`config.mk`:
```
export PLATFORM = sky130hd
export DESIGN_NAME = eeprom_bus_slave
export DESIGN_NICKNAME = d
export VERILOG_FILES = /design/src/rtl/eeprom_pkg.sv /design/src/rtl/eeprom_datapath.sv /design/src/rtl/eeprom_ctrl.sv /design/src/rtl/eeprom_bus_slave.sv
export SDC_FILE = /design/constraint.sdc
export NUM_CORES = 1
export LEC_CHECK = 0
export ABC_AREA = 1
export BUFFER_PORTS_ARGS = -buffer_cell sky130_fd_sc_hd__buf_2
export CAP_MARGIN = 20
export CORE_MARGIN = 1.5
export CORE_UTILIZATION = 40
export DETAILED_ROUTE_END_ITERATION = 8
export GPL_TIMING_DRIVEN = 0
export PLACE_DENSITY_LB_ADDON = 0.2
export SLEW_MARGIN = 25
export SYNTH_ARGS = -nofsm -noshare
export SYNTH_HDL_FRONTEND = slang
export SYNTH_SLANG_ARGS = --single-unit
```
`constraint.sdc`:
```
create_clock -name clk -period 1.4 [get_ports clk]
set_input_delay 0.35 -clock clk [delete_from_list [all_inputs] [get_ports clk]]
set_output_delay 0.35 -clock clk [all_outputs]
set_load 0.02 [all_outputs]
```
`src/rtl/eeprom_pkg.sv`:
```
package eeprom_pkg;

  // strobes from control to datapath
  typedef struct packed {
    logic shiftIn;
    logic savePage;
    logic loadAddr;
    logic issueRead;
    logic acceptWrite;
    logic txShift;
  } ctrl_strobe_t;

  // bus events from datapath to control
  typedef struct packed {
    logic sclRise;
    logic sclFall;
    logic startSeen;
    logic stopSeen;
    logic sdaBit;
  } bus_event_t;

  typedef enum logic [2:0] {
    S_IDLE, S_RX, S_ACK, S_TX, S_RACK, S_HOLD
  } eng_state_t;

  typedef enum logic [1:0] {
    PH_DEV, PH_WORD, PH_DATA, PH_READ
  } phase_t;

endpackage

```
`src/rtl/eeprom_datapath.sv`:
```
module eeprom_datapath
  import eeprom_pkg::*;
#(
  parameter int BLOCKS     = 2,
  parameter int PAGE_BYTES = 16,
  localparam int AW        = 8 + $clog2(BLOCKS)
) (
  input  logic          clk,
  input  logic          rstN,
  input  logic          sclIn,
  input  logic          sdaIn,
  input  logic [2:0]    pinAddr,
  input  ctrl_strobe_t  strb,
  input  logic [7:0]    memRdData,
  output bus_event_t    ev,
  output logic          devHit,
  output logic          rwBit,
  output logic          txBit,
  output logic          memRdEn,
  output logic [AW-1:0] memRdAddr,
  output logic          wrValid,
  output logic [AW-1:0] wrAddr,
  output logic [7:0]    wrData
);
  localparam int PB  = $clog2(BLOCKS);
  localparam int PGB = $clog2(PAGE_BYTES);
  localparam logic [2:0]     PIN_MASK = 3'b111 << PB;
  localparam logic [AW-1:0]  AW_ONE   = 1;
  localparam logic [PGB-1:0] PG_ONE   = 1;

  logic [1:0]    sclSync, sdaSync;
  logic          sclQ, sdaQ;
  logic          sclS, sdaS;
  logic [7:0]    shReg, txReg;
  logic          rdPend;
  logic [AW-1:0] addrCnt, loadVal, nextWr;

  // two-flop synchronizers plus one history stage
  always_ff @(posedge clk) begin
    if (!rstN) begin
      sclSync <= 2'b11;
      sdaSync <= 2'b11;
      sclQ    <= 1'b1;
      sdaQ    <= 1'b1;
    end else begin
      sclSync <= {sclSync[0], sclIn};
      sdaSync <= {sdaSync[0], sdaIn};
      sclQ    <= sclSync[1];
      sdaQ    <= sdaSync[1];
    end
  end

  assign sclS = sclSync[1];
  assign sdaS = sdaSync[1];

  assign ev.sclRise   = sclS & ~sclQ;
  assign ev.sclFall   = ~sclS & sclQ;
  assign ev.startSeen = sclS & sclQ & sdaQ & ~sdaS;
  assign ev.stopSeen  = sclS & sclQ & ~sdaQ & sdaS;
  assign ev.sdaBit    = sdaS;

  assign devHit = (shReg[7:4] == 4'b1010) && (((shReg[3:1] ^ pinAddr) & PIN_MASK) == 3'b000);
  assign rwBit  = shReg[0];
  assign txBit  = txReg[7];

  // block-select bits exist only when there is more than one block
  generate
    if (PB == 0) begin : g_noPage
      logic unusedSave;
      assign unusedSave = strb.savePage;
      assign loadVal    = shReg;
    end else begin : g_page
      logic [PB-1:0] pageReg;
      always_ff @(posedge clk) begin
        if (!rstN)              pageReg <= '0;
        else if (strb.savePage) pageReg <= shReg[PB:1];
      end
      assign loadVal = {pageReg, shReg};
    end
  endgenerate

  assign nextWr    = {addrCnt[AW-1:PGB], addrCnt[PGB-1:0] + PG_ONE};
  assign memRdEn   = strb.issueRead;
  assign memRdAddr = addrCnt;

  always_ff @(posedge clk) begin
    if (!rstN) begin
      shReg   <= '0;
      txReg   <= '1;
      rdPend  <= 1'b0;
      addrCnt <= '0;
      wrValid <= 1'b0;
      wrAddr  <= '0;
      wrData  <= '0;
    end else begin
      rdPend  <= strb.issueRead;
      wrValid <= strb.acceptWrite;
      if (strb.shiftIn) shReg <= {shReg[6:0], sdaS};
      if (rdPend)            txReg <= memRdData;
      else if (strb.txShift) txReg <= {txReg[6:0], 1'b1};
      if (strb.loadAddr)         addrCnt <= loadVal;
      else if (strb.issueRead)   addrCnt <= addrCnt + AW_ONE;
      else if (strb.acceptWrite) addrCnt <= nextWr;
      if (strb.acceptWrite) begin
        wrAddr <= addrCnt;
        wrData <= shReg;
      end
    end
  end

  p_rd_step_r11: assert property (@(posedge clk) disable iff (!rstN)
    memRdEn |=> (addrCnt == $past(addrCnt) + AW_ONE));

  p_wr_page_r6: assert property (@(posedge clk) disable iff (!rstN)
    strb.acceptWrite |=> (wrValid && addrCnt[AW-1:PGB] == $past(addrCnt[AW-1:PGB])));

endmodule

```
`src/rtl/eeprom_ctrl.sv`:
```
module eeprom_ctrl
  import eeprom_pkg::*;
(
  input  logic         clk,
  input  logic         rstN,
  input  bus_event_t   ev,
  input  logic         devHit,
  input  logic         rwBit,
  input  logic         txBit,
  input  logic         engineBusy,
  output ctrl_strobe_t strb,
  output logic         sdaOe,
  output logic         wrCommit
);
  eng_state_t st, nSt;
  phase_t     ph, nPh;
  logic [3:0] cnt, nCnt;
  logic       oe, nOe, wrote, nWrote, nCommit;

  always_comb begin
    nSt     = st;
    nPh     = ph;
    nCnt    = cnt;
    nOe     = oe;
    nWrote  = wrote;
    nCommit = 1'b0;
    strb    = '0;
    if (ev.stopSeen) begin
      nSt     = S_IDLE;
      nOe     = 1'b0;
      nCommit = wrote;
      nWrote  = 1'b0;
    end else if (ev.startSeen && !engineBusy) begin
      nSt    = S_RX;
      nPh    = PH_DEV;
      nCnt   = 4'd0;
      nOe    = 1'b0;
      nWrote = 1'b0;
    end else begin
      case (st)
        S_RX: begin
          if (ev.sclRise) begin
            strb.shiftIn = 1'b1;
            nCnt = cnt + 4'd1;
          end else if (ev.sclFall && cnt == 4'd8) begin
            case (ph)
              PH_DEV: begin
                if (devHit && !engineBusy) begin
                  nOe = 1'b1;
                  nSt = S_ACK;
                  if (rwBit) begin
                    nPh = PH_READ;
                    strb.issueRead = 1'b1;
                  end else begin
                    nPh = PH_WORD;
                    strb.savePage = 1'b1;
                  end
                end else begin
                  nSt = S_HOLD;
                end
              end
              PH_WORD: begin
                nOe = 1'b1;
                nSt = S_ACK;
                nPh = PH_DATA;
                strb.loadAddr = 1'b1;
              end
              default: begin
                nOe    = 1'b1;
                nSt    = S_ACK;
                nWrote = 1'b1;
                strb.acceptWrite = 1'b1;
              end
            endcase
          end
        end
        S_ACK: begin
          if (ev.sclFall) begin
            if (ph == PH_READ) begin
              nOe  = ~txBit;
              nCnt = 4'd1;
              nSt  = S_TX;
              strb.txShift = 1'b1;
            end else begin
              nOe  = 1'b0;
              nCnt = 4'd0;
              nSt  = S_RX;
            end
          end
        end
        S_TX: begin
          if (ev.sclFall) begin
            if (cnt == 4'd8) begin
              nOe = 1'b0;
              nSt = S_RACK;
            end else begin
              nOe  = ~txBit;
              nCnt = cnt + 4'd1;
              strb.txShift = 1'b1;
            end
          end
        end
        S_RACK: begin
          if (ev.sclRise) begin
            if (!ev.sdaBit) begin
              strb.issueRead = 1'b1;
              nCnt = 4'd0;
              nSt  = S_TX;
            end else begin
              nSt = S_HOLD;
            end
          end
        end
        default: ;
      endcase
    end
  end

  always_ff @(posedge clk) begin
    if (!rstN) begin
      st       <= S_IDLE;
      ph       <= PH_DEV;
      cnt      <= '0;
      oe       <= 1'b0;
      wrote    <= 1'b0;
      wrCommit <= 1'b0;
    end else begin
      st       <= nSt;
      ph       <= nPh;
      cnt      <= nCnt;
      oe       <= nOe;
      wrote    <= nWrote;
      wrCommit <= nCommit;
    end
  end

  assign sdaOe = oe;

  p_drive_on_fall_r14: assert property (@(posedge clk) disable iff (!rstN)
    !$stable(oe) |-> $past(ev.sclFall || ev.startSeen || ev.stopSeen));

  p_commit_pulse_r7: assert property (@(posedge clk) disable iff (!rstN)
    wrCommit |=> !wrCommit);

  p_busy_idle_r8: assert property (@(posedge clk) disable iff (!rstN)
    (st == S_IDLE && engineBusy) |=> (st == S_IDLE));

  p_hold_quiet_r4: assert property (@(posedge clk) disable iff (!rstN)
    (st == S_HOLD) |-> !oe);

  p_ack_driven_r5: assert property (@(posedge clk) disable iff (!rstN)
    (st == S_ACK) |-> oe);

endmodule

```
`src/rtl/eeprom_bus_slave.sv`:
```
module eeprom_bus_slave
  import eeprom_pkg::*;
#(
  parameter int BLOCKS     = 2,
  parameter int PAGE_BYTES = 16,
  localparam int AW        = 8 + $clog2(BLOCKS)
) (
  input  logic          clk,
  input  logic          rstN,
  input  logic          sclIn,
  input  logic          sdaIn,
  output logic          sdaOe,
  input  logic [2:0]    pinAddr,
  input  logic          engineBusy,
  output logic          memRdEn,
  output logic [AW-1:0] memRdAddr,
  input  logic [7:0]    memRdData,
  output logic          wrValid,
  output logic [AW-1:0] wrAddr,
  output logic [7:0]    wrData,
  output logic          wrCommit
);
  ctrl_strobe_t strb;
  bus_event_t   ev;
  logic         devHit, rwBit, txBit;

  eeprom_datapath #(.BLOCKS(BLOCKS), .PAGE_BYTES(PAGE_BYTES)) u_dp (
    .clk(clk), .rstN(rstN), .sclIn(sclIn), .sdaIn(sdaIn), .pinAddr(pinAddr),
    .strb(strb), .memRdData(memRdData), .ev(ev), .devHit(devHit), .rwBit(rwBit),
    .txBit(txBit), .memRdEn(memRdEn), .memRdAddr(memRdAddr), .wrValid(wrValid),
    .wrAddr(wrAddr), .wrData(wrData)
  );

  eeprom_ctrl u_ctrl (
    .clk(clk), .rstN(rstN), .ev(ev), .devHit(devHit), .rwBit(rwBit), .txBit(txBit),
    .engineBusy(engineBusy), .strb(strb), .sdaOe(sdaOe), .wrCommit(wrCommit)
  );

endmodule

```
==> impl_metrics.prom, run 1 <==
# TYPE chip_impl_metric gauge
chip_impl_metric{name="die_w",unit="µm"} 90.7
chip_impl_metric{name="ff_latch_area",unit="µm²"} 1290
chip_impl_metric{name="filler_cell_count",unit=""} 708
chip_impl_metric{name="report.final.slew_viol_count",unit=""} 0
chip_impl_info{name="unrepaired_setup_endpoints_after_global_routing",value="true"} 1
chip_impl_info{name="crit_chain",value="inv_2 > ha_4 > nand2_4 > nor2_4 > nand2_4 > nor2_4 > nand2_4 > nand2_4 > buf_6"} 1
chip_impl_metric{name="post-route-period-util",unit="%"} 134
chip_impl_metric{name="drt_wl_total",unit="µm"} 8240
chip_impl_metric{name="timing.final.setup_violations",unit=""} 51
chip_impl_metric{name="cts.sink_count",unit=""} 63
chip_impl_metric{name="fin_skew",unit="ps"} 16.3
chip_impl_metric{name="drt-wirelength-per-cell",unit="µm"} 13.0
chip_impl_info{name="most_frequent_cell_after_synthesis",value="nand2_1"} 1
chip_impl_metric{name="final-hold-violation-count",unit=""} 0
chip_impl_metric{name="tns",unit="ps"} -10790
chip_impl_info{name="path_class",value="reg2out"} 1
chip_impl_metric{name="final_util",unit="%"} 58.6
chip_impl_metric{name="design.die.area",unit="µm²"} 8220
chip_impl_metric{name="synthesis.nets",unit=""} 462
chip_impl_metric{name="clkPwrFrac",unit="%"} 36.0
chip_impl_metric{name="cts_inserted_buffers",unit=""} 9
chip_impl_metric{name="htree_levels",unit=""} 3
chip_impl_metric{name="share_of_synthesized_registers_carrying_an_async_set_or_reset",unit="%"} 0
chip_impl_metric{name="die_h",unit="µm"} 90.7
chip_impl_metric{name="pwr-share-comb",unit="%"} 24.8
chip_impl_metric{name="finalWorstSetupSlack",unit="ps"} -481
chip_impl_metric{name="maximum_number_of_pins_on_one_net_before_global_route_repair",unit=""} 14
chip_impl_metric{name="clkLatencyLatePin",unit="ps"} 350
chip_impl_metric{name="net-switching-power",unit="µW"} 1660
chip_impl_metric{name="max_slew.worst_pin.slew",unit="ps"} 645
chip_impl_metric{name="combined_area_of_all_synthesized_cells",unit="µm²"} 3070
chip_impl_info{name="synth_ff_type",value="dfxtp_1"} 1
chip_impl_metric{name="initial_util",unit="%"} 41.9
chip_impl_metric{name="synthesis.instances",unit=""} 443
chip_impl_metric{name="global_route.overflow_total",unit=""} 0
chip_impl_info{name="synth_common_cells",value="90 x nand2_1, 68 x inv_1, 63 x dfxtp_1, 48 x nor2_1, 42 x a21oi_1"} 1
chip_impl_metric{name="detail_route.drc_violations",unit=""} 0
chip_impl_info{name="violations_in_the_final_reports",value="negative setup slack"} 1
chip_impl_metric{name="critPathMaxFanout",unit=""} 2
chip_impl_metric{name="port_buffers",unit=""} 44
chip_impl_metric{name="drtAntennaViolNets",unit=""} 0
chip_impl_metric{name="synth_enable_flop_cells",unit=""} 0
chip_impl_metric{name="leakage_power",unit="µW"} 0.00202
chip_impl_metric{name="seq_area_frac_synth",unit="%"} 41.0
chip_impl_metric{name="max_clock_freq",unit="MHz"} 532
chip_impl_metric{name="proportion_of_power_drawn_by_flip_flops_and_latches",unit="%"} 39.2
chip_impl_metric{name="grt_antenna_before_repair",unit=""} 0
chip_impl_metric{name="hpwlAfterDp",unit="µm"} 5290
chip_impl_metric{name="multiInputGateArea",unit="µm²"} 1800
chip_impl_info{name="synth_area_leaders",value="dfxtp_1 41%, nand2_1 11%, inv_1 8.3%"} 1
chip_impl_metric{name="global_route.usage.total",unit="%"} 19.8
chip_impl_metric{name="diodes",unit=""} 0
chip_impl_metric{name="std_cell_rows",unit=""} 31
chip_impl_metric{name="maximum_cell_stage_delay_along_the_critical_path",unit="ps"} 340
chip_impl_metric{name="yosys_register_bits",unit=""} 63
chip_impl_metric{name="yosysUniqueCellTypes",unit=""} 28
chip_impl_metric{name="drt_pre_antenna_iters",unit=""} 4
chip_impl_info{name="crit_path_frequent_cell",value="nand2_4"} 1
chip_impl_metric{name="gp_routability_congestion",unit=""} 0.918
chip_impl_metric{name="clk_slew_on_worst_s_h_paths",unit="ps"} 80
chip_impl_info{name="cp-start-kind",value="register"} 1
chip_impl_metric{name="arrival",unit="ps"} 1530
chip_impl_metric{name="power.switching_fraction",unit="%"} 32.8
chip_impl_metric{name="number_of_global_route_vias_before_repair",unit=""} 2802
chip_impl_metric{name="ff2ff_setup_slack",unit="ps"} -400
chip_impl_info{name="crit_path_end_kind",value="primary output"} 1
chip_impl_metric{name="pin_count",unit=""} 46
chip_impl_info{name="yosysTopAreaCell",value="dfxtp_1"} 1
chip_impl_metric{name="post-synth-top-area-fraction",unit="%"} 41.0
chip_impl_metric{name="holdWs",unit="ps"} 191
chip_impl_metric{name="ir_worst_vdd",unit="mV"} 0.721
chip_impl_metric{name="layout_cells_sized_above_1",unit="%"} 38.6
chip_impl_metric{name="vias_per_cell",unit=""} 4.91
chip_impl_info{name="tritoncts",value="done"} 1
chip_impl_info{name="hold_class",value="in2reg"} 1
chip_impl_metric{name="cts.hold.buffers_added",unit=""} 0
chip_impl_metric{name="core_area",unit="µm²"} 7330
chip_impl_metric{name="critical_path_required",unit="ps"} 1050
chip_impl_info{name="clock_tree.root_cell",value="clkbuf_8"} 1
chip_impl_metric{name="power_density_relative_to_cell_area",unit="nW/µm²"} 1180
chip_impl_metric{name="grt_first_pass_wirelength",unit="µm"} 13100
chip_impl_metric{name="drtIter0Drc",unit=""} 152
chip_impl_metric{name="final_stage_net_count",unit=""} 548
chip_impl_metric{name="headroom_to_the_max_slew_limit",unit="%"} 57.0
chip_impl_metric{name="syn-mean-instance-area",unit="µm²"} 6.94
chip_impl_metric{name="internal_power",unit="µW"} 3410
chip_impl_info{name="status",value="complete, but fails checks"} 1
chip_impl_metric{name="area_growth",unit="%"} 39.7
chip_impl_metric{name="ys.warnings.count",unit=""} 0
chip_impl_metric{name="cap_viol_max_count",unit=""} 0
chip_impl_metric{name="vias",unit=""} 3106
chip_impl_metric{name="finalCriticalPeriod",unit="ps"} 1880
chip_impl_info{name="critPathSlowestCell",value="dfxtp_2"} 1
chip_impl_metric{name="cts.path.max_buffers",unit=""} 2
## layout by cell type (no fill, tap or decap), types with 2 or more instances in the layout
master | netlist | layout
nand2_1 | 90 | 78
inv_1 | 68 | 62
dfxtp_1 | 63 | 45
buf_2 | 1 | 44
nor2_1 | 48 | 41
a21oi_1 | 42 | 32
nand3_1 | 33 | 27
o21ai_2 | 0 | 19
buf_6 | 3 | 17
buf_4 | 0 | 17
dfxtp_2 | 0 | 15
nand2_4 | 2 | 11
a21oi_2 | 1 | 11
nor2_4 | 4 | 10
clkbuf_8 | 0 | 9
inv_2 | 5 | 8
nand2_2 | 5 | 8
o21ai_0 | 26 | 8
nand3_2 | 3 | 7
clkbuf_1 | 7 | 7
xor2_1 | 6 | 6
nor3_1 | 6 | 5
o21ai_1 | 6 | 5
nor2_2 | 3 | 4
o211ai_1 | 4 | 4
inv_6 | 0 | 4
or2_2 | 5 | 4
dfxtp_4 | 0 | 3
inv_4 | 0 | 2
nand3_4 | 0 | 2
xnor2_1 | 2 | 2
nand4_1 | 2 | 2
ha_1 | 3 | 2
bufinv_16 | 0 | 2
## metal layers
metal | wire length (µm) | track usage, % | vias up
met5 | 0 | 0 | -
li1 | - | - | 1583
met2 | 3870 | 33.1 | 81
met3 | 405 | 5.56 | 14
met4 | 124 | 5.42 | 0
met1 | 3840 | 24.8 | 1428
## worst max-delay path, delay by kind of cell, from the launching register on
kind,cells,cell delay [ps]
simple gates,6,510
flops,1,340
buf+inv,2,180
fa+ha+maj,1,150
## power groups by stage
stage | Combinational (µW) | Sequential (µW) | Clock [µW]
2_1_floorplan | 715 | 2010 | 0
5_1_grt | 1380 | 2000 | 1950
4_1_cts | 1110 | 1980 | 1850
3_5_place_dp | 914 | 2020 | 0
3_3_place_gp | 927 | 2020 | 0
6_report | 1260 | 1990 | 1820
## cells by family (layout without fill, tap and decap cells)
| group | after synthesis | in the layout | synth area share, % |
|---|---|---|---|
| adders and majority gates | 3 | 3 | 1.22 |
| DFF | 63 | 63 | 41.0 |
| AOI/OAI and AO/OA | 83 | 83 | 14.3 |
| and+or+nand+nor | 202 | 203 | 30.1 |
| xor gates and xnor gates | 8 | 8 | 2.28 |
| buffers and inverters | 84 | 174 | 11.0 |
## metrics by stage
stage,worst slack (ps),area [µm²],total power [µW],cells
after CTS,-463,3920,4930,616
after global routing,-551,4290,5330,633
after detailed placement,-339,3450,2940,586
after global placement,-329,3450,2950,586
after floorplan,-84.8,3100,2730,443
final,-481,4290,5070,633
## sequential cells by signal, summed over array words and instances, names as in the netlist
| name | count |
|---|---|
| u_dp.wrAddr | 9 |
| u_ctrl.ph | 2 |
| u_dp.sclQ | 1 |
| u_dp.wrValid | 1 |
| u_dp.shReg | 8 |
| u_ctrl.st | 3 |
| u_dp.wrData | 8 |
| u_ctrl.wrCommit | 1 |
| u_dp.sdaQ | 1 |
| u_dp.sclSync | 2 |
| u_dp.txReg | 8 |
| u_dp.sdaSync | 2 |
| u_dp.memRdAddr | 9 |
| u_ctrl.wrote | 1 |
| u_ctrl.sdaOe | 1 |
| u_dp.rdPend | 1 |
| u_ctrl.cnt | 4 |
| u_dp.g_page.pageReg | 1 |
## layout make-up
cell class,count,area share [%]
Sequential cell,63,30.1
Buffer,11,1.66
Tap cell,99,2.88
Clock inverter,7,2.39
Clock buffer,9,2.88
Timing Repair Buffer,74,11.5
Multi-Input combinational cell,297,42.0
Inverter,73,6.61
## final timing paths
kind,startpoint,endpoint,cells after the start
hold reg to reg,u_dp.sclSync[0]$_SDFF_PN1_,u_dp.sclSync[1]$_SDFF_PN1_,1
setup reg to reg,u_ctrl.cnt[1]$_SDFFE_PN0P_,u_dp.memRdAddr[6]$_SDFFE_PN0P_,12
setup / recovery,u_ctrl.cnt[1]$_SDFFE_PN0P_,memRdEn,9
hold / removal,sdaIn,u_dp.sdaSync[0]$_SDFF_PN1_,2
## timing repair
item | CTS | global route
hold endpoints to repair | 0 | 0
pin swaps | 12 | 26
cloned | 3 | 1
endpoints found under the setup margin | 48 | 60
buffers inserted | 11 | 17
gates resized for setup | 51 | 79
No activity file was read; power rests on OpenSTA's default activity.
==> inputs of run 2 (changes only) <==
--- a/config.mk
+++ b/config.mk
@@ -6,13 +6,15 @@
 export NUM_CORES = 1
 export LEC_CHECK = 0
 export ABC_AREA = 1
-export BUFFER_PORTS_ARGS = -buffer_cell sky130_fd_sc_hd__buf_2
 export CAP_MARGIN = 20
 export CORE_MARGIN = 1.5
 export CORE_UTILIZATION = 40
 export DETAILED_ROUTE_END_ITERATION = 8
+export DONT_BUFFER_PORTS = 1
+export GPL_ROUTABILITY_DRIVEN = 0
 export GPL_TIMING_DRIVEN = 0
 export PLACE_DENSITY_LB_ADDON = 0.2
+export RECOVER_POWER = 25
 export SLEW_MARGIN = 25
 export SYNTH_ARGS = -nofsm -noshare
 export SYNTH_HDL_FRONTEND = slang
==> run 2 against run 1 <==
Clock power is 2% lower. Design area shrank 5.8%. Setup slack gained 68 ps. Critical path depth decreased by 4. Wire length down 1.1%. Utilization fell by 3.4 points. Clock-buffer cell count unchanged. Critical path type unchanged. Critical endpoint unchanged. Flip-flop and latch count is the same. Hold slack worse by 90 ps. Global-route usage increased by 0.16 points. The flow still finishes with violations (negative setup slack). Non-clock buffer count shrank 46.
==> impl_metrics.prom, run 2 (synthesis gave the netlist of run 1 again) <==
# TYPE chip_impl_metric gauge
chip_impl_info{name="regToRegEndpoint",value="u_dp.memRdAddr[3]$_SDFFE_PN0P_"} 1
chip_impl_metric{name="critical_path_required",unit="ps"} 1050
chip_impl_metric{name="path_buf_inv",unit=""} 2
chip_impl_info{name="min_to",value="u_dp.sclSync[0]$_SDFF_PN1_"} 1
chip_impl_metric{name="drt_wl_total",unit="µm"} 8150
chip_impl_metric{name="port_buffers",unit=""} 0
chip_impl_metric{name="vias_per_cell",unit=""} 4.90
chip_impl_metric{name="clk_slew_on_worst_s_h_paths",unit="ps"} 70
chip_impl_metric{name="tns",unit="ps"} -8520
chip_impl_metric{name="die_h",unit="µm"} 90.7
chip_impl_metric{name="headroom_to_the_max_slew_limit",unit="%"} 55.2
chip_impl_metric{name="drt-wirelength-per-cell",unit="µm"} 13.9
chip_impl_info{name="worst_hold_startpoint",value="sclIn"} 1
chip_impl_metric{name="cts.sink_count",unit=""} 63
chip_impl_metric{name="area_growth",unit="%"} 31.6
chip_impl_metric{name="final_stage_net_count",unit=""} 502
chip_impl_info{name="tritoncts",value="done"} 1
chip_impl_metric{name="layout_cells_sized_above_1",unit="%"} 29.1
chip_impl_metric{name="std_cell_rows",unit=""} 31
chip_impl_metric{name="cts_inserted_buffers",unit=""} 9
chip_impl_info{name="hold_class",value="in2reg"} 1
chip_impl_metric{name="critPathMaxFanout",unit=""} 5
chip_impl_metric{name="global_route.usage.total",unit="%"} 20.0
chip_impl_metric{name="global_route.overflow_total",unit=""} 0
chip_impl_metric{name="multiInputGateArea",unit="µm²"} 1790
chip_impl_metric{name="ir_worst_vdd",unit="mV"} 1.03
chip_impl_metric{name="finalCriticalPeriod",unit="ps"} 1810
chip_impl_metric{name="maximum_cell_stage_delay_along_the_critical_path",unit="ps"} 350
chip_impl_info{name="critPathSlowestCell",value="dfxtp_2"} 1
chip_impl_metric{name="worst-r2r-cell-count",unit=""} 14
chip_impl_metric{name="max_slew.worst_pin.slew",unit="ps"} 673
chip_impl_info{name="commonest_non_fill_non_tap_cells_in_the_layout",value="79 x nand2_1, 64 x inv_1, 53 x dfxtp_1"} 1
chip_impl_metric{name="report.final.slew_viol_count",unit=""} 0
chip_impl_metric{name="drtAntennaViolNets",unit=""} 0
chip_impl_metric{name="final-hold-violation-count",unit=""} 0
chip_impl_metric{name="grt_first_pass_wirelength",unit="µm"} 13100
chip_impl_metric{name="leakage_power",unit="µW"} 0.00180
chip_impl_metric{name="drt_pre_antenna_iters",unit=""} 4
chip_impl_metric{name="cts.path.max_buffers",unit=""} 2
chip_impl_metric{name="cap_viol_max_count",unit=""} 0
chip_impl_metric{name="arrival",unit="ps"} 1460
chip_impl_metric{name="grt_antenna_before_repair",unit=""} 0
chip_impl_metric{name="critical_path_cell_count",unit=""} 5
chip_impl_metric{name="pin_count",unit=""} 46
chip_impl_info{name="layout_commonest_cell",value="nand2_1"} 1
chip_impl_metric{name="htree_levels",unit=""} 3
chip_impl_info{name="status",value="complete, but fails checks"} 1
chip_impl_info{name="path_class",value="reg2out"} 1
chip_impl_metric{name="max_clock_freq",unit="MHz"} 552
chip_impl_metric{name="core_area",unit="µm²"} 7330
chip_impl_info{name="crit_path_end_kind",value="primary output"} 1
chip_impl_metric{name="detail_route.drc_violations",unit=""} 0
chip_impl_metric{name="filler_cell_count",unit=""} 701
chip_impl_metric{name="ff_latch_area",unit="µm²"} 1280
chip_impl_metric{name="initial_util",unit="%"} 41.9
chip_impl_metric{name="fin_skew",unit="ps"} 12.3
chip_impl_metric{name="hpwlAfterDp",unit="µm"} 5290
chip_impl_metric{name="number_of_global_route_vias_before_repair",unit=""} 2659
chip_impl_metric{name="vias",unit=""} 2878
chip_impl_metric{name="maximum_number_of_pins_on_one_net_before_global_route_repair",unit=""} 13
chip_impl_metric{name="power_density_relative_to_cell_area",unit="nW/µm²"} 1230
chip_impl_info{name="crit_chain",value="inv_1 > nand3_1 > inv_2 > nand3_4 > nand2_8"} 1
chip_impl_metric{name="finalWorstSetupSlack",unit="ps"} -413
chip_impl_metric{name="die_w",unit="µm"} 90.7
chip_impl_metric{name="diodes",unit=""} 0
chip_impl_metric{name="clkLatencyLatePin",unit="ps"} 360
chip_impl_info{name="unrepaired_setup_endpoints_after_global_routing",value="true"} 1
chip_impl_metric{name="drtIter0Drc",unit=""} 132
chip_impl_metric{name="design.die.area",unit="µm²"} 8220
chip_impl_metric{name="ff2ff_setup_slack",unit="ps"} -340
chip_impl_info{name="cp-start-kind",value="register"} 1
chip_impl_metric{name="post-route-period-util",unit="%"} 129
chip_impl_info{name="category_of_cells_accounting_for_the_largest_share_of_critical_path_delay",value="simple AND/OR/NAND/NOR gates"} 1
chip_impl_metric{name="timing.final.setup_violations",unit=""} 47
chip_impl_info{name="clock_tree.root_cell",value="clkbuf_8"} 1
chip_impl_info{name="worst_r2r_startpoint",value="u_ctrl.cnt[1]$_SDFFE_PN0P_"} 1
chip_impl_info{name="violations_in_the_final_reports",value="negative setup slack"} 1
chip_impl_metric{name="total_power",unit="µW"} 4990
chip_impl_metric{name="min_path_cells",unit=""} 1
==> run 2: how the worst max path moves through the flow <==
stage / startpoint / to / slack, ps
finish: u_ctrl.st[0]$_SDFFE_PP0P_ / memRdEn / -410
floorplan: u_ctrl.cnt[1]$_SDFFE_PN0P_ / memRdEn / -80
detailed placement: u_ctrl.cnt[1]$_SDFFE_PN0P_ / u_dp.memRdAddr[4]$_SDFFE_PN0P_ / -270
global placement: u_ctrl.cnt[0]$_SDFFE_PN0P_ / u_dp.memRdAddr[6]$_SDFFE_PN0P_ / -270
global route: u_ctrl.cnt[1]$_SDFFE_PN0P_ / memRdEn / -500
CTS: u_ctrl.cnt[1]$_SDFFE_PN0P_ / memRdEn / -430
==> run 2: per-stage QoR <==
| stage | hold WS, ps | area, µm² | cells | util [%] | setup slack [ps] |
|---|---|---|---|---|---|
| final | 102 | 4040 | 587 | 55.2 | -413 |
| after global routing | 95.3 | 4040 | 587 | 55.2 | -495 |
| after CTS | 90.9 | 3750 | 573 | 51.2 | -429 |
| after detailed placement | 400 | 3230 | 542 | 44.0 | -273 |
| after global placement | 397 | 3230 | 542 | 44.0 | -275 |
| after floorplan | 393 | 3100 | 443 | - | -84.8 |
==> run 2: metal layers <==
metal / GRT usage [%] / vias to the layer above / share of wire [%]
met1: 25.1 / 1310 / 45
met5: 0 / - / 0
met4: 5.95 / 0 / 1.1
li1: - / 1489 / -
met3: 5.56 / 9 / 5.7
met2: 33.1 / 70 / 49
==> run 2: layout make-up <==
cell class / instances / area share, %
plain buffers: 11 / 1.89
clock buffers: 9 / 3.06
clock inverters: 7 / 2.38
inverters: 73 / 6.84
multi-input cells: 297 / 44.3
flip-flops and latches: 63 / 31.7
well taps: 99 / 3.06
repair buffers: 28 / 6.81
==> run 2: worst reg2reg max path, stage by stage, from the launching register on <==
cell     delay [ps]
dfxtp_2         320
inv_2            70
ha_4            150
nand2_4          50
nor2_4          140
buf_4           130
buf_6           100
nand3_4          90
nor2_4          240
nand2_1         110
nand2_1          70
inv_1            40
nand2_1          50
nand2_1          50
nor2_1           90
==> run 2: report_power, final <==
| group | internal (µW) | switching [µW] |
|---|---|---|
| Combinational | 479 | 742 |
| Clock | 1010 | 768 |
| Sequential | 1880 | 108 |
| Total | 3370 | 1620 |
==> run 2: timing repair <==
item                       4_1_cts  5_1_grt
pin swaps                       20       11
resized for setup               62       51
setup endpoints to repair       48       54
cloned                           3        2
hold buffers                     0        0
buffers inserted                12       12
==> inputs of run 3 (changes only) <==
--- a/config.mk
+++ b/config.mk
@@ -7,8 +7,9 @@
 export LEC_CHECK = 0
 export ABC_AREA = 1
 export CAP_MARGIN = 20
+export CORE_ASPECT_RATIO = 1.25
 export CORE_MARGIN = 1.5
-export CORE_UTILIZATION = 40
+export CORE_UTILIZATION = 25
 export DETAILED_ROUTE_END_ITERATION = 8
 export DONT_BUFFER_PORTS = 1
 export GPL_ROUTABILITY_DRIVEN = 0
==> run 3 against run 2 <==
The run still ends with negative setup slack left. Clock power up 36%. Die area up 58%. Power up 14%. Largest cell class unchanged. Largest power group is now the clock network.
==> impl_metrics.prom, run 3 (synthesis gave the netlist of run 1 again) <==
# TYPE chip_impl_metric gauge
chip_impl_metric{name="die_h",unit="µm"} 127
chip_impl_info{name="layout_commonest_cell",value="nand2_1"} 1
chip_impl_metric{name="maximum_number_of_pins_on_one_net_before_global_route_repair",unit=""} 13
chip_impl_metric{name="timing.final.setup_violations",unit=""} 47
chip_impl_metric{name="critical_path_required",unit="ps"} 1050
chip_impl_metric{name="cts_inserted_buffers",unit=""} 9
chip_impl_info{name="violations_in_the_final_reports",value="negative setup slack"} 1
chip_impl_metric{name="critPathMaxFanout",unit=""} 5
chip_impl_info{name="status",value="complete, but fails checks"} 1
chip_impl_metric{name="ir_worst_vdd",unit="mV"} 0.583
chip_impl_metric{name="maximum_cell_stage_delay_along_the_critical_path",unit="ps"} 320
chip_impl_metric{name="net-switching-power",unit="µW"} 1730
chip_impl_metric{name="core_area",unit="µm²"} 12000
chip_impl_metric{name="post-route-period-util",unit="%"} 129
chip_impl_metric{name="drt-wirelength-per-cell",unit="µm"} 13.0
chip_impl_metric{name="final-hold-violation-count",unit=""} 0
chip_impl_metric{name="tns",unit="ps"} -11290
chip_impl_metric{name="clkLatencyLatePin",unit="ps"} 340
chip_impl_metric{name="layout_cells_sized_above_1",unit="%"} 30.1
chip_impl_metric{name="final_stage_net_count",unit=""} 496
chip_impl_info{name="commonest_non_fill_non_tap_cells_in_the_layout",value="75 x nand2_1, 61 x inv_1, 49 x dfxtp_1"} 1
chip_impl_info{name="path_class",value="reg2out"} 1
chip_impl_metric{name="hpwlAfterDp",unit="µm"} 5810
chip_impl_metric{name="headroom_to_the_max_slew_limit",unit="%"} 52.4
chip_impl_metric{name="initial_util",unit="%"} 25.5
chip_impl_metric{name="pre_cts_ws",unit="ps"} -310
chip_impl_metric{name="clk_slew_on_worst_s_h_paths",unit="ps"} 60
chip_impl_metric{name="area_growth",unit="%"} 34.4
chip_impl_metric{name="vias",unit=""} 2872
chip_impl_metric{name="max_clock_freq",unit="MHz"} 555
chip_impl_metric{name="cts.sink_count",unit=""} 63
chip_impl_metric{name="cts.hold.buffers_added",unit=""} 0
chip_impl_metric{name="report.final.slew_viol_count",unit=""} 0
chip_impl_metric{name="power_density_relative_to_cell_area",unit="nW/µm²"} 1380
chip_impl_metric{name="max_slew.worst_pin.slew",unit="ps"} 714
chip_impl_info{name="unrepaired_setup_endpoints_after_global_routing",value="true"} 1
chip_impl_metric{name="drt_pre_antenna_iters",unit=""} 4
chip_impl_metric{name="vias_per_cell",unit=""} 4.45
chip_impl_metric{name="htree_levels",unit=""} 3
chip_impl_metric{name="drt_wl_total",unit="µm"} 8400
chip_impl_info{name="critPathSlowestCell",value="dfxtp_2"} 1
chip_impl_info{name="tritoncts",value="done"} 1
chip_impl_metric{name="proportion_of_power_drawn_by_flip_flops_and_latches",unit="%"} 35.2
chip_impl_metric{name="clkPwrFrac",unit="%"} 42.3
chip_impl_metric{name="leakage_power",unit="µW"} 0.00179
chip_impl_info{name="crit_path_frequent_cell",value="nand2_4"} 1
chip_impl_metric{name="detail_route.drc_violations",unit=""} 0
chip_impl_info{name="crit_path_end_kind",value="primary output"} 1
chip_impl_metric{name="internal_power",unit="µW"} 3990
chip_impl_metric{name="pwr-share-comb",unit="%"} 22.5
chip_impl_metric{name="die_w",unit="µm"} 102
chip_impl_metric{name="pin_count",unit=""} 46
chip_impl_metric{name="global_route.overflow_total",unit=""} 0
chip_impl_metric{name="power.switching_fraction",unit="%"} 30.2
chip_impl_info{name="crit_chain",value="inv_2 > ha_4 > nand2_4 > nor2_4 > nand2_4 > nor2_4 > nand2_2 > nand2_4"} 1
chip_impl_metric{name="arrival",unit="ps"} 1450
chip_impl_metric{name="port_buffers",unit=""} 0
chip_impl_metric{name="path_buf_inv",unit=""} 1
chip_impl_info{name="category_of_cells_accounting_for_the_largest_share_of_critical_path_delay",value="simple AND/OR/NAND/NOR gates"} 1
chip_impl_metric{name="finalCriticalPeriod",unit="ps"} 1800
chip_impl_info{name="clock_tree.root_cell",value="clkbuf_16"} 1
chip_impl_info{name="cp-start-kind",value="register"} 1
chip_impl_metric{name="drtIter0Drc",unit=""} 76
chip_impl_metric{name="drtAntennaViolNets",unit=""} 0
chip_impl_metric{name="number_of_global_route_vias_before_repair",unit=""} 2723
chip_impl_metric{name="fin_skew",unit="ps"} 6.22
chip_impl_metric{name="diodes",unit=""} 0
chip_impl_metric{name="finalWorstSetupSlack",unit="ps"} -402
chip_impl_metric{name="grt_first_pass_wirelength",unit="µm"} 13300
chip_impl_metric{name="global_route.usage.total",unit="%"} 13.5
chip_impl_metric{name="cap_viol_max_count",unit=""} 0
chip_impl_metric{name="cts.path.max_buffers",unit=""} 2
chip_impl_metric{name="std_cell_rows",unit=""} 45
chip_impl_metric{name="design.die.area",unit="µm²"} 13000
chip_impl_metric{name="grt_antenna_before_repair",unit=""} 0
chip_impl_info{name="hold_class",value="in2reg"} 1
## run 3: final cells by class
| cell class | count | area, µm² |
|---|---|---|
| fillers | 1315 | 7920 |
| multi-input cells | 297 | 1750 |
| flip-flops and latches | 63 | 1280 |
| inverters | 73 | 277 |
| clock buffers | 9 | 225 |
| repair buffers | 22 | 209 |
| well taps | 164 | 205 |
| clock inverters | 7 | 96.3 |
| plain buffers | 11 | 83.8 |
## run 3: per-stage QoR
stage / instances / utilization [%] / area (µm²) / total power [µW] / hold slack [ps]
floorplan: 443 / - / 3100 / 2730 / 393
finish: 646 / 34.3 / 4130 / 5710 / 114
CTS: 636 / 31.9 / 3850 / 5560 / 105
detailed placement: 607 / 27.4 / 3310 / 2930 / 405
global placement: 607 / 27.4 / 3310 / 2930 / 400
global route: 646 / 34.3 / 4130 / 6000 / 111
## run 3: worst paths after layout
kind | from | endpoint | slack [ps] | depth (start not counted)
hold reg to reg | u_dp.sclSync[0]$_SDFF_PN1_ | u_dp.sclSync[1]$_SDFF_PN1_ | 420 | 1
setup reg to reg | u_ctrl.cnt[0]$_SDFFE_PN0P_ | u_ctrl.wrote$_SDFFE_PP0P_ | -390 | 11
hold / removal | sclIn | u_dp.sclSync[0]$_SDFF_PN1_ | 110 | 1
setup / recovery | u_ctrl.cnt[0]$_SDFFE_PN0P_ | memRdEn | -400 | 8
## run 3: layer usage
| layer | vias to the layer above | GRT usage, % | part of all wire (%) |
|---|---|---|---|
| met2 | 61 | 22.8 | 49 |
| met3 | 15 | 3.03 | 4.8 |
| li1 | 1484 | - | - |
| met4 | 0 | 8.62 | 3.0 |
| met5 | - | 0 | 0 |
| met1 | 1312 | 15.1 | 43 |
## run 3: power groups by stage
stage                     clock network, µW  logic [µW]  registers [µW]
after floorplan                           0         715            2010
after global placement                    0         890            2040
after detailed placement                  0         884            2040
after CTS                              2480        1080            2000
after global routing                   2550        1430            2020
final                                  2420        1280            2010
## run 3: worst reg2reg max path, delay by kind of cell (launching register included)
kind / cells / cell delay, ps
AOI/OAI and AO/OA: 1 / 100
adders and majority gates: 1 / 150
buffers and inverters: 4 / 530
DFF: 1 / 320
and+or+nand+nor: 5 / 620
## run 3: what timing repair did
item                       4_1_cts  5_1_grt
cloned                           1        1
gates resized for setup         41       67
setup endpoints to repair       49       57
buffers inserted                12       10
pin swaps                        6       25
